<file path="config.mk">
export PLATFORM = sky130hd
export DESIGN_NAME = lane_align_unit
export DESIGN_NICKNAME = d
export VERILOG_FILES = /design/src/rtl/lane_align_pkg.sv /design/src/rtl/lane_align_check.sv /design/src/rtl/lane_store_pack.sv /design/src/rtl/lane_load_extract.sv /design/src/rtl/lane_align_unit.sv
export SDC_FILE = /design/constraint.sdc
export NUM_CORES = 1
export LEC_CHECK = 0
export BUFFER_PORTS_ARGS = -buffer_cell sky130_fd_sc_hd__buf_2
export CAP_MARGIN = 20
export CORE_MARGIN = 2
export CORE_UTILIZATION = 45
export CTS_CLUSTER_SIZE = 40
export DETAILED_ROUTE_END_ITERATION = 10
export PLACE_DENSITY = 0.83
export SLEW_MARGIN = 0
export SYNTH_ARGS = -nofsm -noshare
export SYNTH_HDL_FRONTEND = slang
export SYNTH_SLANG_ARGS = --single-unit
</file>
<file path="constraint.sdc">
create_clock -name clk -period 3.21 [get_ports clk]
set_input_delay 0.321 -clock clk [delete_from_list [all_inputs] [get_ports clk]]
set_output_delay 0.321 -clock clk [all_outputs]
set_load 0.005 [all_outputs]
</file>
<file path="src/rtl/lane_align_pkg.sv">
package lane_align_pkg;

   typedef enum logic [1:0] {
      SZ_BYTE     = 2'b00,
      SZ_HALF     = 2'b01,
      SZ_WORD     = 2'b10,
      SZ_WORD_ALT = 2'b11
   } acc_size_e;

endpackage

</file>
<file path="src/rtl/lane_align_check.sv">
module lane_align_check
   import lane_align_pkg::*;
#(
   parameter int OFS_W = 2
) (
   input  acc_size_e          size,
   input  logic [OFS_W-1:0]   ofs,
   output logic               mis
);

   always_comb begin
      unique case (size)
         SZ_BYTE: mis = 1'b0;
         SZ_HALF: mis = ofs[0];
         default: mis = |ofs;
      endcase
   end

endmodule

</file>
<file path="src/rtl/lane_store_pack.sv">
module lane_store_pack
   import lane_align_pkg::*;
#(
   parameter int DATA_W    = 32,
   parameter bit REPLICATE = 1'b1
) (
   input  logic                          wr_en,
   input  acc_size_e                     size,
   input  logic [$clog2(DATA_W/8)-1:0]   ofs,
   input  logic                          mis,
   input  logic [DATA_W-1:0]             src,
   output logic [DATA_W/8-1:0]           strb,
   output logic [DATA_W-1:0]             data
);

   localparam int LANES  = DATA_W / 8;
   localparam int HALVES = LANES / 2;

   logic [LANES-1:0] base_mask;

   always_comb begin
      unique case (size)
         SZ_BYTE: base_mask = LANES'(1);
         SZ_HALF: base_mask = LANES'(3);
         default: base_mask = '1;
      endcase
   end

   assign strb = (wr_en && !mis) ? (base_mask << ofs) : '0;

   if (REPLICATE) begin : g_replicate
      always_comb begin
         unique case (size)
            SZ_BYTE: data = {LANES{src[7:0]}};
            SZ_HALF: data = {HALVES{src[15:0]}};
            default: data = src;
         endcase
      end
   end else begin : g_shift
      always_comb begin
         unique case (size)
            SZ_BYTE: data = DATA_W'(src[7:0])  << {ofs, 3'b000};
            SZ_HALF: data = DATA_W'(src[15:0]) << {ofs, 3'b000};
            default: data = src;
         endcase
      end
   end

endmodule

</file>
<file path="src/rtl/lane_load_extract.sv">
module lane_load_extract
   import lane_align_pkg::*;
#(
   parameter int DATA_W = 32
) (
   input  acc_size_e                     size,
   input  logic                          sgn,
   input  logic [$clog2(DATA_W/8)-1:0]   ofs,
   input  logic [DATA_W-1:0]             word,
   output logic [DATA_W-1:0]             value
);

   localparam int LANES  = DATA_W / 8;
   localparam int HALVES = LANES / 2;
   localparam int OFS_W  = $clog2(LANES);

   logic [7:0]  lane_q [LANES];
   logic [15:0] half_q [HALVES];

   for (genvar i = 0; i < LANES; i++) begin : g_lane
      assign lane_q[i] = word[8*i +: 8];
   end

   for (genvar j = 0; j < HALVES; j++) begin : g_half
      assign half_q[j] = word[16*j +: 16];
   end

   logic [7:0]  pick_b;
   logic [15:0] pick_h;

   assign pick_b = lane_q[ofs];
   assign pick_h = half_q[ofs[OFS_W-1:1]];

   always_comb begin
      unique case (size)
         SZ_BYTE: value = {{(DATA_W-8){sgn & pick_b[7]}}, pick_b};
         SZ_HALF: value = {{(DATA_W-16){sgn & pick_h[15]}}, pick_h};
         default: value = word;
      endcase
   end

endmodule

</file>
<file path="src/rtl/lane_align_unit.sv">
module lane_align_unit
   import lane_align_pkg::*;
#(
   parameter int DATA_W    = 32,
   parameter bit REPLICATE = 1'b1
) (
   input  logic                          clk,
   input  logic                          rst_n,
   input  logic                          req_valid,
   input  logic                          req_write,
   input  logic [1:0]                    req_size,
   input  logic                          req_signed,
   input  logic [$clog2(DATA_W/8)-1:0]   req_ofs,
   input  logic [DATA_W-1:0]             req_wdata,
   input  logic [DATA_W-1:0]             mem_rdata,
   output logic [DATA_W/8-1:0]           mem_wstrb,
   output logic [DATA_W-1:0]             mem_wdata,
   output logic                          req_misalign,
   output logic                          rsp_valid,
   output logic [DATA_W-1:0]             rsp_data,
   output logic                          rsp_misalign
);

   localparam int LANES = DATA_W / 8;
   localparam int OFS_W = $clog2(LANES);

   if (DATA_W < 32 || (DATA_W & (DATA_W - 1)) != 0) begin : g_bad_width
      $error("lane_align_unit: DATA_W must be a power of two, at least 32");
   end

   acc_size_e  size_e;
   logic       mis;
   logic       is_load;
   logic       is_store;
   logic [DATA_W-1:0] load_val;

   assign size_e   = acc_size_e'(req_size);
   assign is_load  = req_valid && !req_write;
   assign is_store = req_valid &&  req_write;

   lane_align_check #(.OFS_W(OFS_W)) u_check (
      .size (size_e),
      .ofs  (req_ofs),
      .mis  (mis)
   );

   lane_store_pack #(.DATA_W(DATA_W), .REPLICATE(REPLICATE)) u_pack (
      .wr_en (is_store),
      .size  (size_e),
      .ofs   (req_ofs),
      .mis   (mis),
      .src   (req_wdata),
      .strb  (mem_wstrb),
      .data  (mem_wdata)
   );

   lane_load_extract #(.DATA_W(DATA_W)) u_extract (
      .size  (size_e),
      .sgn   (req_signed),
      .ofs   (req_ofs),
      .word  (mem_rdata),
      .value (load_val)
   );

   assign req_misalign = req_valid && mis;

   always_ff @(posedge clk) begin
      if (!rst_n) begin
         rsp_valid    <= 1'b0;
         rsp_misalign <= 1'b0;
         rsp_data     <= '0;
      end else begin
         rsp_valid    <= is_load;
         rsp_misalign <= is_load && mis;
         if (is_load) begin
            rsp_data <= load_val;
         end
      end
   end

   // each load request gets a response pulse on the next cycle
   p_rsp_follows_load_r6: assert property (@(posedge clk) disable iff (!rst_n)
      (req_valid && !req_write) |=> rsp_valid);

   // no response without a load request one cycle earlier
   p_rsp_has_cause_r6: assert property (@(posedge clk) disable iff (!rst_n)
      rsp_valid |-> $past(req_valid && !req_write));

   // unsigned byte loads are zero above bit 7
   p_zero_fill_byte_r2: assert property (@(posedge clk) disable iff (!rst_n)
      (rsp_valid && $past(req_size == 2'b00 && !req_signed))
      |-> rsp_data[DATA_W-1:8] == '0);

   // signed byte loads repeat bit 7 upward
   p_sign_fill_byte_r3: assert property (@(posedge clk) disable iff (!rst_n)
      (rsp_valid && $past(req_size == 2'b00 && req_signed))
      |-> rsp_data[DATA_W-1:8] == {(DATA_W-8){rsp_data[7]}});

   // a flagged access never writes
   p_strobe_off_mis_r10: assert property (@(posedge clk) disable iff (!rst_n)
      req_misalign |-> mem_wstrb == '0);

   // strobes stay low outside store requests
   p_idle_no_strobe_r11: assert property (@(posedge clk) disable iff (!rst_n)
      !(req_valid && req_write) |-> mem_wstrb == '0);

   // a byte store touches exactly one lane
   p_byte_one_lane_r7: assert property (@(posedge clk) disable iff (!rst_n)
      (req_valid && req_write && req_size == 2'b00) |-> $countones(mem_wstrb) == 1);

   // an aligned word store touches every lane
   p_word_all_lanes_r9: assert property (@(posedge clk) disable iff (!rst_n)
      (req_valid && req_write && req_size[1] && !req_misalign) |-> mem_wstrb == '1);

endmodule

</file>
# Yosys cells after proc, flatten, opt, wreduce, memory -nomap -nowiden
# Index checks and enable logic that the tools add are counted.
# op_classes
n_addsub	0
mul	0
n_div	0
n_lt_le_gt_ge	2
n_eq_ne	1
shifts	1
muxes	11
n_bitwise	4
n_reduce_logical	9
# op_table
operator	n
$pmux 32 s2	2
$mux 16	3
$bmux 8 s2	1
$mux 8	2
$pmux 4 s2	1
$logic_and 1x1->1	5
$mux 4	1
$shl 4x2->4	1
$ge 3x3->1 const B	1
$not 2->3	1
$and 1x1->1	2
$eq 2x1->1 const B	1
$ge 2x2->1 const B	1
$logic_not 1->1	2
$logic_not 2->1	1
$not 1->2	1
$pmux 1 s2	1
$reduce_or 2->1	1
# word_totals
reg_bits	34
latch_bits	0
mem_bits_rw	0
rom_bits	0
in_bits	73
word_cells	31
n_memories	0

# Longest topological paths before layout
# logic_depth
ltp_word	6
mapped_depth	7
mapped_depth_nobuf	4

# Modules after synthesis
# A second synthesis with hierarchy kept.
# unflattened
hier_cells	304
area_unflattened_um2	2610.0
# modules_own_cells
mod	instances	cells_each	area_each_um2	seq_area_each_um2
lane_align_unit	1	146	1388.8	680.7
lane_load_extract	1	93	706.9	0.0
lane_store_pack	1	62	501.7	0.0
lane_align_check	1	3	12.5	0.0

# Worst setup path before layout
# OpenSTA, ideal clock, no wires.
# synth_timing
path_kind	input port to output port
from	input port req_size[0]
to	output port mem_wdata[24]
arrival_ns	1.304
required_ns	2.889
slack_ns	1.585
path_stages	5
n_path_buf	3
cell_sequence	buf_2 buf_2 buf_2 mux2i_1 o21ai_0
# synth_between
elab_chain_cells	2
word_cells_on_any_way	3
# synth_lines
item	line_no	source
start: declaration	lane_align_unit.sv:11	input logic [1:0] req_size,
$eq 2x1->1 / $logic_not 2->1 (equally long branches)	lane_store_pack.sv:33	unique case (size)
$pmux 32 s2 *	lane_store_pack.sv:33	
end: declaration	lane_align_unit.sv:17	output logic [DATA_W-1:0] mem_wdata,
# Every way passes the cells marked *; elsewhere a longest branch is shown, timed or not.

# Final worst setup path
# layout_timing
from	input port req_ofs[1]
to	register rsp_data[16]
# layout_between
elab_chain_cells	6
word_cells_on_any_way	11
# layout_lines
item	line_no	source
start: declaration	lane_align_unit.sv:13	input logic [$clog2(DATA_W/8)-1:0] req_ofs,
$not 2->3 (implied by the code) / $not 1->2 (equally long branches)	lane_load_extract.sv:31, lane_load_extract.sv:32	
$bmux 8 s2 / $mux 16 (equally long branches)	lane_load_extract.sv:31, lane_load_extract.sv:32	
$mux 8 (implied by the code) / $mux 16 (equally long branches) (2 in a row)	lane_load_extract.sv:31, lane_load_extract.sv:32	
$and 1x1->1, on equally long branches	lane_load_extract.sv:36, lane_load_extract.sv:37	
$pmux 32 s2 *	lane_load_extract.sv:35	unique case (size)
end signal: assignment	lane_align_unit.sv:76	rsp_data <= load_val;
end: declaration	lane_align_unit.sv:20	output logic [DATA_W-1:0] rsp_data,
# Every way passes the cells marked *; elsewhere a longest branch is shown, timed or not. The select of a mux whose other input is x is not followed.
# A chain may end at the register's enable or synchronous reset.

==> metrics.txt <==
# TYPE chip_impl_metric gauge
chip_impl_metric{name="cap_violations",unit=""} 0
chip_impl_metric{name="synth_adder_area_share",unit="%"} 0
chip_impl_info{name="yosys-top-cells-area",value="dfxtp_1, mux2i_1, mux2_2"} 1
chip_impl_metric{name="post-synth-top-area-fraction",unit="%"} 28.2
chip_impl_metric{name="layout-drive-gt1-share",unit="%"} 44.4
chip_impl_metric{name="initial_utilization",unit="%"} 46.9
chip_impl_metric{name="overflow",unit=""} 0
chip_impl_metric{name="num_rows",unit=""} 26
chip_impl_metric{name="num-fill-cells",unit=""} 471
chip_impl_metric{name="area.growth.synth_to_final",unit="%"} 29.5
chip_impl_metric{name="cts_sinks",unit=""} 34
chip_impl_metric{name="grt_pass1_wl",unit="mm"} 12.4
chip_impl_metric{name="tightest_slew",unit="ns"} 0.782
chip_impl_metric{name="die_width",unit="um"} 77.2
chip_impl_metric{name="post_cts_buffers",unit=""} 0
chip_impl_metric{name="initial_antenna_violation_count",unit=""} 0
chip_impl_metric{name="syn_area_per_cell",unit="um2"} 8.26
chip_impl_metric{name="total_power",unit="uW"} 1130
chip_impl_metric{name="postCtsResizedCells",unit=""} 0
chip_impl_metric{name="synth_seq_area_share",unit="%"} 28.2
chip_impl_metric{name="floorplan.die.height",unit="um"} 77.2
chip_impl_metric{name="synth_mux_area_share",unit="%"} 18.4
chip_impl_info{name="mostFrequentLayoutCells",value="buf_2, o21ai_0, dfxtp_1"} 1
chip_impl_metric{name="finalCritPeriodShare",unit="%"} 66.9
chip_impl_metric{name="grt_usage",unit="%"} 25.9
chip_impl_info{name="post-synth-top-area-cell",value="dfxtp_1"} 1
chip_impl_metric{name="timing.slew.headroom",unit="%"} 47.9
chip_impl_metric{name="wirelength",unit="mm"} 8.20
chip_impl_metric{name="route.antenna.remaining_nets",unit=""} 0
chip_impl_info{name="min_path_type",value="primary input to flop"} 1
chip_impl_metric{name="synth_compound_area_share",unit="%"} 30.6
chip_impl_metric{name="drt_first_pass_iters",unit=""} 4
chip_impl_metric{name="final_max_slew_viol_count",unit=""} 0
chip_impl_info{name="synth_top_flop_cell",value="dfxtp_1"} 1
chip_impl_metric{name="final_worst_setup_slack",unit="ns"} 1.06
chip_impl_metric{name="die_area",unit="mm2"} 0.00596
chip_impl_metric{name="cts.path.max_buffers",unit=""} 2
chip_impl_info{name="main_combinational_cell_family_by_area_after_synthesis",value="compound AO/OA/AOI/OAI gates"} 1
chip_impl_metric{name="synthArstFlopShare",unit="%"} 0
chip_impl_metric{name="antenna-diode-count",unit=""} 0
chip_impl_info{name="final_common_cell",value="buf_2"} 1
chip_impl_info{name="crit_path_cell_trace",value="buf_2, nor2b_1, a22oi_2, a41oi_2, a21oi_1"} 1
chip_impl_metric{name="place.port_buffers",unit=""} 143
chip_impl_metric{name="yosysUniqueCellTypes",unit=""} 37
chip_impl_info{name="timing.hold.worst.start",value="mem_rdata[27]"} 1
chip_impl_metric{name="floorplan.io_pins",unit=""} 144
chip_impl_metric{name="syn_inst",unit=""} 292
chip_impl_metric{name="number_of_enable_flip_flop_cells_after_synthesis",unit=""} 0
chip_impl_metric{name="critical_path_buf_inv_count",unit=""} 1
chip_impl_metric{name="core-area",unit="mm2"} 0.00514
chip_impl_info{name="status",value="finished clean"} 1
chip_impl_metric{name="post-place-ws",unit="ns"} 0.814
chip_impl_metric{name="dr_drc_count",unit=""} 0
chip_impl_metric{name="pin_count_of_the_biggest_net_entering_global_routing",unit=""} 47
chip_impl_metric{name="tritoncts.num_buffers",unit=""} 5
chip_impl_metric{name="postSynthNetCount",unit=""} 365
chip_impl_metric{name="finClkSkew",unit="ns"} 0
chip_impl_metric{name="slowest_delay",unit="ns"} 0.68
chip_impl_info{name="clk_root_buffer_cell",value="clkbuf_8"} 1
chip_impl_metric{name="worst-endpoint-required",unit="ns"} 3.34
chip_impl_metric{name="worstSkewPairLatency",unit="ns"} 0.29
chip_impl_info{name="cp_slowest_cell",value="a41oi_2"} 1
chip_impl_metric{name="final_min_period",unit="ns"} 2.15
chip_impl_metric{name="crit_arrival",unit="ns"} 2.28
chip_impl_metric{name="critical_path_peak_fanout",unit=""} 19
chip_impl_metric{name="detailroute.via_count",unit=""} 2756
chip_impl_metric{name="fmax",unit="MHz"} 466
chip_impl_metric{name="nNetsFinal",unit=""} 482
chip_impl_metric{name="final.setup.tns",unit="ns"} 0
chip_impl_metric{name="ys.warnings.count",unit=""} 0
chip_impl_metric{name="grt_pass1_vias",unit=""} 2489
chip_impl_info{name="cts_tree",value="built"} 1
chip_impl_info{name="reg2reg_from",value="rsp_data[7]"} 1
chip_impl_metric{name="wire_per_inst",unit="um"} 17.1
chip_impl_metric{name="clk_transition_reported_paths",unit="ns"} 0.07
chip_impl_info{name="cp-startpoint",value="req_ofs[1]"} 1
chip_impl_info{name="cp_top_family",value="compound AO/OA/AOI/OAI gates"} 1
chip_impl_metric{name="pwr_density_cell",unit="mW/mm2"} 361
chip_impl_metric{name="synth-seq-cells",unit=""} 34
chip_impl_metric{name="power.ir.vdd_worst",unit="mV"} 0.253
chip_impl_metric{name="setup_viol",unit=""} 0
chip_impl_info{name="critical_path.endpoint_type",value="flop"} 1
chip_impl_metric{name="yosys.area_share.xor_xnor",unit="%"} 1.09
chip_impl_metric{name="drt_first_iter_violations",unit=""} 122
chip_impl_info{name="rsz0062_at_grt",value="no"} 1
chip_impl_metric{name="route.detailed.vias_per_inst",unit=""} 5.74
chip_impl_metric{name="cts_hold_repair.buffers",unit=""} 0
chip_impl_info{name="worstSetupPathType",value="primary input to flop"} 1
chip_impl_metric{name="gp_congestion",unit=""} 0.866
chip_impl_metric{name="p_leak",unit="uW"} 0.00151
chip_impl_metric{name="dp.final_hpwl",unit="mm"} 6.22
chip_impl_info{name="category_of_the_worst_setup_path_launch_point",value="primary input"} 1
chip_impl_metric{name="finalHoldViolations",unit=""} 0
chip_impl_metric{name="syn_area",unit="mm2"} 0.00241
chip_impl_metric{name="h-tree-depth",unit=""} 2
chip_impl_metric{name="post_synthesis_share_of_cell_area_spent_on_and_or_nand_and_nor_gates",unit="%"} 12.5
-- cell type report --
cell class / count / area [um2] / share of cell area [%]
tap: 70 / 87.6 / 2.80
clock buffer: 7 / 86.3 / 2.76
inverter: 2 / 7.51 / 0.240
sequential: 34 / 681 / 21.8
multi-input combinational: 219 / 1510 / 48.4
clock inverter: 1 / 5.00 / 0.160
timing repair buffer: 147 / 746 / 23.9
-- tightest hold or removal path: cells and delay by family --
kind / cells / cell delay [ns]
compound gates: 1 / 0.05
simple gates: 1 / 0.06
buf+inv: 1 / 0.12
-- per-stage QoR --
stage	hold WS [ns]	util [%]	std cells	instance area (um2)
after floorplan	0.449	-	292	2410
after global placement	0.519	59.0	472	3030
after detailed placement	0.525	59.0	472	3030
after CTS	0.310	60.8	480	3120
after global routing	0.319	60.8	480	3120
final	0.309	60.8	480	3120
-- path summary, 6_finish.rpt --
| check | slack [ns] | to | cells past startpoint |
|---|---|---|---|
| max | 1.06 | rsp_data[16] | 5 |
| min | 0.31 | rsp_data[27] | 3 |
| max reg2reg | 2.45 | rsp_data[7] | 2 |
| min reg2reg | 0.53 | rsp_data[7] | 2 |
-- where the power goes --
| group | internal, uW | total, uW | switching (uW) |
|---|---|---|---|
| sequential | 451 | 465 | 13.6 |
| combinational | 156 | 337 | 180 |
| clock | 173 | 327 | 154 |
-- Yosys cell counts, types with 9 or more instances --
cell	number
mux2_2	16
a21oi_1	33
mux2i_1	24
buf_2	10
nand2_1	31
o21ai_0	34
buf_4	9
dfxtp_1	34
nor2_1	15
clkbuf_1	12
-- registers in the layout (all words and copies together) (netlist names) --
signal and flops:
rsp_data 32, rsp_misalign 1, rsp_valid 1
-- per-layer routing --
metal / GRT usage [%] / vias up / wire length [um]
li1: - / 1298 / -
met1: 30.0 / 1288 / 3090
met2: 47.0 / 159 / 4210
met3: 7.06 / 11 / 781
met4: 6.25 / 0 / 121
met5: 0 / - / 0
-- kinds of logic (layout without fill, tap and decap cells) --
logic type / after synthesis / after routing
compound gates: 108 / 108
simple gates: 67 / 67
mux: 41 / 41
buf+inv: 39 / 157
flops: 34 / 34
xor+xnor: 3 / 3
(Power assumes the default switching activity.)
